`config.mk`:
```
export PLATFORM = sky130hd
export DESIGN_NAME = pio_hsk_ctrl
export DESIGN_NICKNAME = d
export VERILOG_FILES = /design/src/rtl/pio_hsk_pkg.sv /design/src/rtl/pio_hsk_edge.sv /design/src/rtl/pio_hsk_chan.sv /design/src/rtl/pio_hsk_ready.sv /design/src/rtl/pio_hsk_ctrl.sv
export SDC_FILE = /design/constraint.sdc
export NUM_CORES = 1
export LEC_CHECK = 0
export BUFFER_PORTS_ARGS = -buffer_cell sky130_fd_sc_hd__buf_2
export CORE_UTILIZATION = 40
export CTS_CLUSTER_SIZE = 28
export DETAILED_ROUTE_END_ITERATION = 10
export PLACE_DENSITY = 0.67
export SETUP_SLACK_MARGIN = 0.2
export SLEW_MARGIN = 15
export SYNTH_ARGS = -nofsm -noshare
export SYNTH_HDL_FRONTEND = slang
export SYNTH_SLANG_ARGS = --single-unit
```
`constraint.sdc`:
```
create_clock -name clk -period 1 [get_ports clk]
set_input_delay 0.05 -clock clk [delete_from_list [all_inputs] [get_ports clk]]
set_output_delay 0.05 -clock clk [all_outputs]
set_load 0.05 [all_outputs]
```
`src/rtl/pio_hsk_pkg.sv`:
```
package pio_hsk_pkg;

  localparam int NCH = 2;

  typedef enum logic [1:0] {
    PM_OUT    = 2'b00,
    PM_IN     = 2'b01,
    PM_BIDIR  = 2'b10,
    PM_BITCTL = 2'b11
  } pmode_e;

  function automatic logic drives_out(input logic [1:0] m);
    return (m == PM_OUT) || (m == PM_BIDIR);
  endfunction

  function automatic logic takes_in(input logic [1:0] m);
    return (m == PM_IN) || (m == PM_BIDIR);
  endfunction

endpackage

```
`src/rtl/pio_hsk_edge.sv`:
```
module pio_hsk_edge #(
  parameter int NCH = 2
) (
  input  logic           clk,
  input  logic           rst_n,
  input  logic [NCH-1:0] strobe,
  output logic [NCH-1:0] rise
);

  logic [NCH-1:0] stb_q;
  logic [NCH-1:0] stb_d;

  always_comb begin
    stb_d = strobe;
    rise  = strobe & ~stb_q;
  end

  always_ff @(posedge clk or negedge rst_n) begin
    if (!rst_n) stb_q <= '0;
    else        stb_q <= stb_d;
  end

endmodule

```
`src/rtl/pio_hsk_chan.sv`:
```
module pio_hsk_chan
  import pio_hsk_pkg::*;
#(
  parameter int DW = 8
) (
  input  logic          clk,
  input  logic          rst_n,
  input  logic [1:0]    mode,
  input  logic          mode_wr,
  input  logic          frozen,
  input  logic          cpu_wr,
  input  logic          cpu_rd,
  input  logic          irq_ack,
  input  logic          rise_own,
  input  logic          rise_alt,
  input  logic [DW-1:0] pin,
  output logic          out_rdy,
  output logic          in_empty,
  output logic          irq,
  output logic [DW-1:0] data,
  output logic          bc_eval
);

  logic          out_rdy_q, out_rdy_d;
  logic          in_empty_q, in_empty_d;
  logic          irq_q, irq_d;
  logic [DW-1:0] data_q, data_d;
  logic          data_en;
  logic          eval_q, eval_d;

  logic out_set, out_clr, in_load, rd_set, track;

  always_comb begin
    out_set = cpu_wr   && drives_out(mode) && !frozen;
    out_clr = rise_own && drives_out(mode) && !frozen;
    rd_set  = cpu_rd   && takes_in(mode)   && !frozen;
    in_load = !frozen &&
              (((mode == PM_IN) && rise_own) || ((mode == PM_BIDIR) && rise_alt));
    track   = (mode == PM_BITCTL);

    // mode rewrite clears all flags first
    if (mode_wr) begin
      out_rdy_d  = 1'b0;
      in_empty_d = 1'b0;
      irq_d      = 1'b0;
    end else begin
      // a set from the CPU side wins over the strobe clear
      if (out_set)      out_rdy_d = 1'b1;
      else if (out_clr) out_rdy_d = 1'b0;
      else              out_rdy_d = out_rdy_q;
      // new data arriving wins over a read
      if (in_load)      in_empty_d = 1'b0;
      else if (rd_set)  in_empty_d = 1'b1;
      else              in_empty_d = in_empty_q;
      // set wins over acknowledge
      if (out_clr || in_load) irq_d = 1'b1;
      else if (irq_ack)       irq_d = 1'b0;
      else                    irq_d = irq_q;
    end

    data_en = in_load || track;
    data_d  = pin;
    eval_d  = track && (pin != data_q);
  end

  always_ff @(posedge clk or negedge rst_n) begin
    if (!rst_n) begin
      out_rdy_q  <= 1'b0;
      in_empty_q <= 1'b0;
      irq_q      <= 1'b0;
      eval_q     <= 1'b0;
    end else begin
      out_rdy_q  <= out_rdy_d;
      in_empty_q <= in_empty_d;
      irq_q      <= irq_d;
      eval_q     <= eval_d;
    end
  end

  always_ff @(posedge clk or negedge rst_n) begin
    if (!rst_n)       data_q <= '0;
    else if (data_en) data_q <= data_d;
  end

  assign out_rdy  = out_rdy_q;
  assign in_empty = in_empty_q;
  assign irq      = irq_q;
  assign data     = data_q;
  assign bc_eval  = eval_q;

endmodule

```
`src/rtl/pio_hsk_ready.sv`:
```
module pio_hsk_ready
  import pio_hsk_pkg::*;
#(
  parameter int NCH = 2
) (
  input  logic                clk,
  input  logic                rst_n,
  input  logic [NCH-1:0][1:0] mode_v,
  input  logic [NCH-1:0]      out_rdy,
  input  logic [NCH-1:0]      in_empty,
  output logic [NCH-1:0]      ready
);

  logic [NCH-1:0] lvl_own;
  logic [NCH-1:0] lvl_next;
  logic [NCH-1:0] rdy_q;
  logic [NCH-1:0] rdy_en;
  logic           a_bidir;

  assign a_bidir = (mode_v[0] == PM_BIDIR);

  for (genvar g = 0; g < NCH; g++) begin : g_lvl
    always_comb begin
      if (drives_out(mode_v[g]))     lvl_own[g] = out_rdy[g];
      else if (mode_v[g] == PM_IN)   lvl_own[g] = in_empty[g];
      else                           lvl_own[g] = 1'b0;
    end
    if (g == 1) begin : g_borrow
      // B's READY is lent to A's input direction
      assign lvl_next[g] = a_bidir ? in_empty[0] : lvl_own[g];
    end else begin : g_plain
      assign lvl_next[g] = lvl_own[g];
    end
  end

  assign rdy_en = lvl_next ^ rdy_q;

  for (genvar g = 0; g < NCH; g++) begin : g_reg
    always_ff @(posedge clk or negedge rst_n) begin
      if (!rst_n)         rdy_q[g] <= 1'b0;
      else if (rdy_en[g]) rdy_q[g] <= lvl_next[g];
    end
  end

  assign ready = rdy_q;

endmodule

```
`src/rtl/pio_hsk_ctrl.sv`:
```
module pio_hsk_ctrl
  import pio_hsk_pkg::*;
#(
  parameter int DW = 8
) (
  input  logic          clk,
  input  logic          rst_n,
  input  logic [1:0]    mode_a,
  input  logic [1:0]    mode_b,
  input  logic          mode_wr_a,
  input  logic          mode_wr_b,
  input  logic          cpu_wr_a,
  input  logic          cpu_wr_b,
  input  logic          cpu_rd_a,
  input  logic          cpu_rd_b,
  input  logic          irq_ack_a,
  input  logic          irq_ack_b,
  input  logic          strobe_a,
  input  logic          strobe_b,
  input  logic [DW-1:0] pin_a,
  input  logic [DW-1:0] pin_b,
  output logic          ready_a,
  output logic          ready_b,
  output logic          irq_a,
  output logic          irq_b,
  output logic [DW-1:0] data_a,
  output logic [DW-1:0] data_b,
  output logic          bc_eval_a,
  output logic          bc_eval_b
);

  localparam int SYNC_N = 2;

  logic [SYNC_N-1:0] rst_sync_q;
  logic              rst_ns;

  always_ff @(posedge clk or negedge rst_n) begin
    if (!rst_n) rst_sync_q <= '0;
    else        rst_sync_q <= {rst_sync_q[SYNC_N-2:0], 1'b1};
  end
  assign rst_ns = rst_sync_q[SYNC_N-1];

  logic [NCH-1:0][1:0]    mode_v;
  logic [NCH-1:0]         mode_wr_v, cpu_wr_v, cpu_rd_v, ack_v, strobe_v;
  logic [NCH-1:0][DW-1:0] pin_v, data_v;
  logic [NCH-1:0]         rise, out_rdy, in_empty, irq_v, eval_v, ready_v;
  logic                   a_bidir;

  assign mode_v    = {mode_b, mode_a};
  assign mode_wr_v = {mode_wr_b, mode_wr_a};
  assign cpu_wr_v  = {cpu_wr_b, cpu_wr_a};
  assign cpu_rd_v  = {cpu_rd_b, cpu_rd_a};
  assign ack_v     = {irq_ack_b, irq_ack_a};
  assign strobe_v  = {strobe_b, strobe_a};
  assign pin_v     = {pin_b, pin_a};
  assign a_bidir   = (mode_a == PM_BIDIR);

  pio_hsk_edge #(.NCH(NCH)) u_edge (
    .clk    (clk),
    .rst_n  (rst_ns),
    .strobe (strobe_v),
    .rise   (rise)
  );

  for (genvar g = 0; g < NCH; g++) begin : g_ch
    logic frz, alt;
    if (g == 0) begin : g_a
      assign frz = 1'b0;
      assign alt = rise[1];
    end else begin : g_b
      assign frz = a_bidir;
      assign alt = 1'b0;
    end
    pio_hsk_chan #(.DW(DW)) u_chan (
      .clk      (clk),
      .rst_n    (rst_ns),
      .mode     (mode_v[g]),
      .mode_wr  (mode_wr_v[g]),
      .frozen   (frz),
      .cpu_wr   (cpu_wr_v[g]),
      .cpu_rd   (cpu_rd_v[g]),
      .irq_ack  (ack_v[g]),
      .rise_own (rise[g]),
      .rise_alt (alt),
      .pin      (pin_v[g]),
      .out_rdy  (out_rdy[g]),
      .in_empty (in_empty[g]),
      .irq      (irq_v[g]),
      .data     (data_v[g]),
      .bc_eval  (eval_v[g])
    );
  end

  pio_hsk_ready #(.NCH(NCH)) u_ready (
    .clk      (clk),
    .rst_n    (rst_ns),
    .mode_v   (mode_v),
    .out_rdy  (out_rdy),
    .in_empty (in_empty),
    .ready    (ready_v)
  );

  assign ready_a   = ready_v[0];
  assign ready_b   = ready_v[1];
  assign irq_a     = irq_v[0];
  assign irq_b     = irq_v[1];
  assign data_a    = data_v[0];
  assign data_b    = data_v[1];
  assign bc_eval_a = eval_v[0];
  assign bc_eval_b = eval_v[1];

endmodule

```
==> impl_metrics.yaml <==
yosys:
  synth_warnings: 0
  synth.distinct_cells: 28
  synth-main-ff-cell: "dfrtp_1"
  synth_edf_count: 0
  syn_nets: 158
  synth-seq-cells: 30
  ys_seq_area_frac: 0.508
  avgSynthCellArea_um2: 12.6
  synthArstFlopShare: 1.00
  netlist_area_um2: 1480
  synth_cells: 117
clock_tree:
  cts_max_level: 2
  cts.sinks: 30
  clkTransAtPathRegs_ns: 0.07
  cts_buffers: 5
  clkLatencyLatePin_ns: 0.29
  cts-root-buf: "clkbuf_8"
  cts_tree: "yes"
  cts_buffer_depth: 2
route:
  wire_per_inst_um: 15.4
  drcViolationCount: 0
  antenna_left: 0
  routed_wirelength_mm: 4.18
  viasPerCell: 4.89
  drt_first_pass_iters: 4
  drt_iter0_drc: 56
  routed-via-count: 1325
layout:
  layout.nets: 265
  layout_commonest_cell: "buf_2"
  multiInputGateArea_um2: 867
  drive_gt1_frac: 0.676
  fill_cells: 211
  layout_common_cells: "30 x buf_2, 25 x buf_6, 22 x buf_4"
  synthToLayoutAreaGrowth_pct: 84.7
  n_antenna_cell: 0
  seqCellArea_um2: 763
hold_path:
  min_path_type: "in -> reg"
floorplanning:
  ioPinCount: 54
  die_w_um: 62.8
  initial_core_util: 0.430
  fp.coreArea_um2: 3440
  rows: 21
  die_y_um: 62.8
  die-area_um2: 3940
placed_design:
  port_buffers: 53
  gp_congestion: 0.806
  place_hpwl_mm: 2.53
global_route:
  grt_pass1_vias: 1459
  grt_pass1_wl_mm: 6.46
  grtUsageTotal: 0.214
  grt_max_degree: 20
  antenna_found_initial: 0
  gr-total-overflow: 0
worst_setup_path:
  crit_fanout: 8
  critPathBufInv: 1
  required_ns: 1.17
  slowest_delay_ns: 0.41
  path_cells: "and4bb_2, nor2_4, buf_12, mux2_4"
  arrival_ns: 1.56
  cp-start-kind: "flop"
  critical_path_class: "reg -> reg"
  cpLargestDelayFamily: "simple AND/OR/NAND/NOR gates"
  critPathSlowestCell: "dfrtp_1"
  end_kind: "flop"
job:
  maxCapViolCount: 0
pwr:
  powerDensity_nw_per_um2: 1560
  irDropWorstVdd_v: 0.00138
  leakage_nw: 1.35
  total_power_mw: 4.25
sta:
  fmax_mhz: 720
  period_needed_ns: 1.39
  holdWs_ns: 0.0158
  rsz0062_at_grt: "yes"
  setup_viol: 37
  drv_slew: 0
  finalCritPeriodShare: 1.39
  tns_ns: -7.33
  skew_ns: 0.00616
  setup_ws_ns: -0.389
  hold_violations: 0
outcome:
  violations: "setup timing"
  outcome: "finished, violations left"
[synth_stat cells, drive strengths merged (3+ instances only)]
cell,instances,area share
mux2,16,0.12
inv,7,0.018
a21oi,5,0.017
xor2,16,0.095
dfrtp,30,0.51
ha,9,0.076
nor4,4,0.017
nor2,3,0.013
o21ai,4,0.014
[through the flow]
stage          utilization  instances  setup slack, ns  cell area, um2
6_report             0.794        271           -0.389            2730
5_1_grt              0.794        271           -0.423            2730
4_1_cts              0.752        265           -0.367            2590
3_5_place_dp         0.610        246           -0.459            2100
3_3_place_gp         0.610        246           -0.421            2100
2_1_floorplan            -        117           -0.332            1530
[worst reg2reg max path: cells and delay by family, from the launching register on]
kind,cells,cell delay (ns)
buf+inv,1,0.14
flops,1,0.41
mux,1,0.30
simple gates,2,0.42
[path summary, 6_finish.rpt]
kind	start	slack, ns	cells after the start	to
min	pin_b[7]	0.02	2	g_ch[1].u_chan.data[7]
min reg2reg	rst_sync_q[1]	0.14	0	g_ch[0].u_chan.data[1]
max reg2reg	u_edge.stb_q[1]	-0.39	4	g_ch[1].u_chan.data[0]
max	u_edge.stb_q[1]	-0.39	4	g_ch[1].u_chan.data[0]
max in group asynchronous	rst_sync_q[1]	0.46	1	g_ch[0].u_chan.irq
min in group asynchronous	rst_n	0.07	2	rst_sync_q[0]
[registers in the layout, indices dropped and copies added, names as in the netlist]
register              flops
g_ch.u_chan.irq           2
u_ready.ready             2
g_ch.u_chan.bc_eval       2
g_ch.u_chan.out_rdy       2
u_edge.stb_q              2
rst_sync_q                2
g_ch.u_chan.in_empty      2
g_ch.u_chan.data         16
[power breakdown]
group | switching (mW) | total, mW | leakage, nW | internal, mW
clock | 0.448 | 0.942 | 0.0395 | 0.493
combinational | 0.877 | 1.81 | 0.951 | 0.930
sequential | 0.134 | 1.50 | 0.357 | 1.37
total | 1.46 | 4.25 | 1.35 | 2.79
[cell families after synthesis]
| group | Yosys count | share of synthesized area |
|---|---|---|
| XOR/XNOR | 16 | 0.0948 |
| AND/OR/NAND/NOR | 19 | 0.0854 |
| adder cells (fa/ha/maj) | 9 | 0.0761 |
| flip-flops | 30 | 0.508 |
| buffers and inverters | 7 | 0.0178 |
| multiplexers | 16 | 0.122 |
| other | 1 | 0.00254 |
| AO/OA/AOI/OAI | 19 | 0.0939 |
[area by class of cell]
class | count | area share
sequential | 30 | 0.279
tap | 46 | 0.0211
multi-input combinational | 80 | 0.317
timing repair buffer | 100 | 0.343
inverter | 7 | 0.00962
clock buffer | 8 | 0.0293
[repair_timing]
action,4_1_cts,5_1_grt
resized for setup,90,27
pin swaps,10,12
endpoints found under the hold margin,8,0
setup endpoints to repair,47,48
hold buffers,4,0
buffers inserted,7,6
[metal layers]
layer  wire length (um)  GRT usage
met1               1660      0.228
met2               2230      0.383
met3                201     0.0620
met4                 88      0.102
met5                  0          0
No activity file was read; power rests on OpenSTA's default activity.
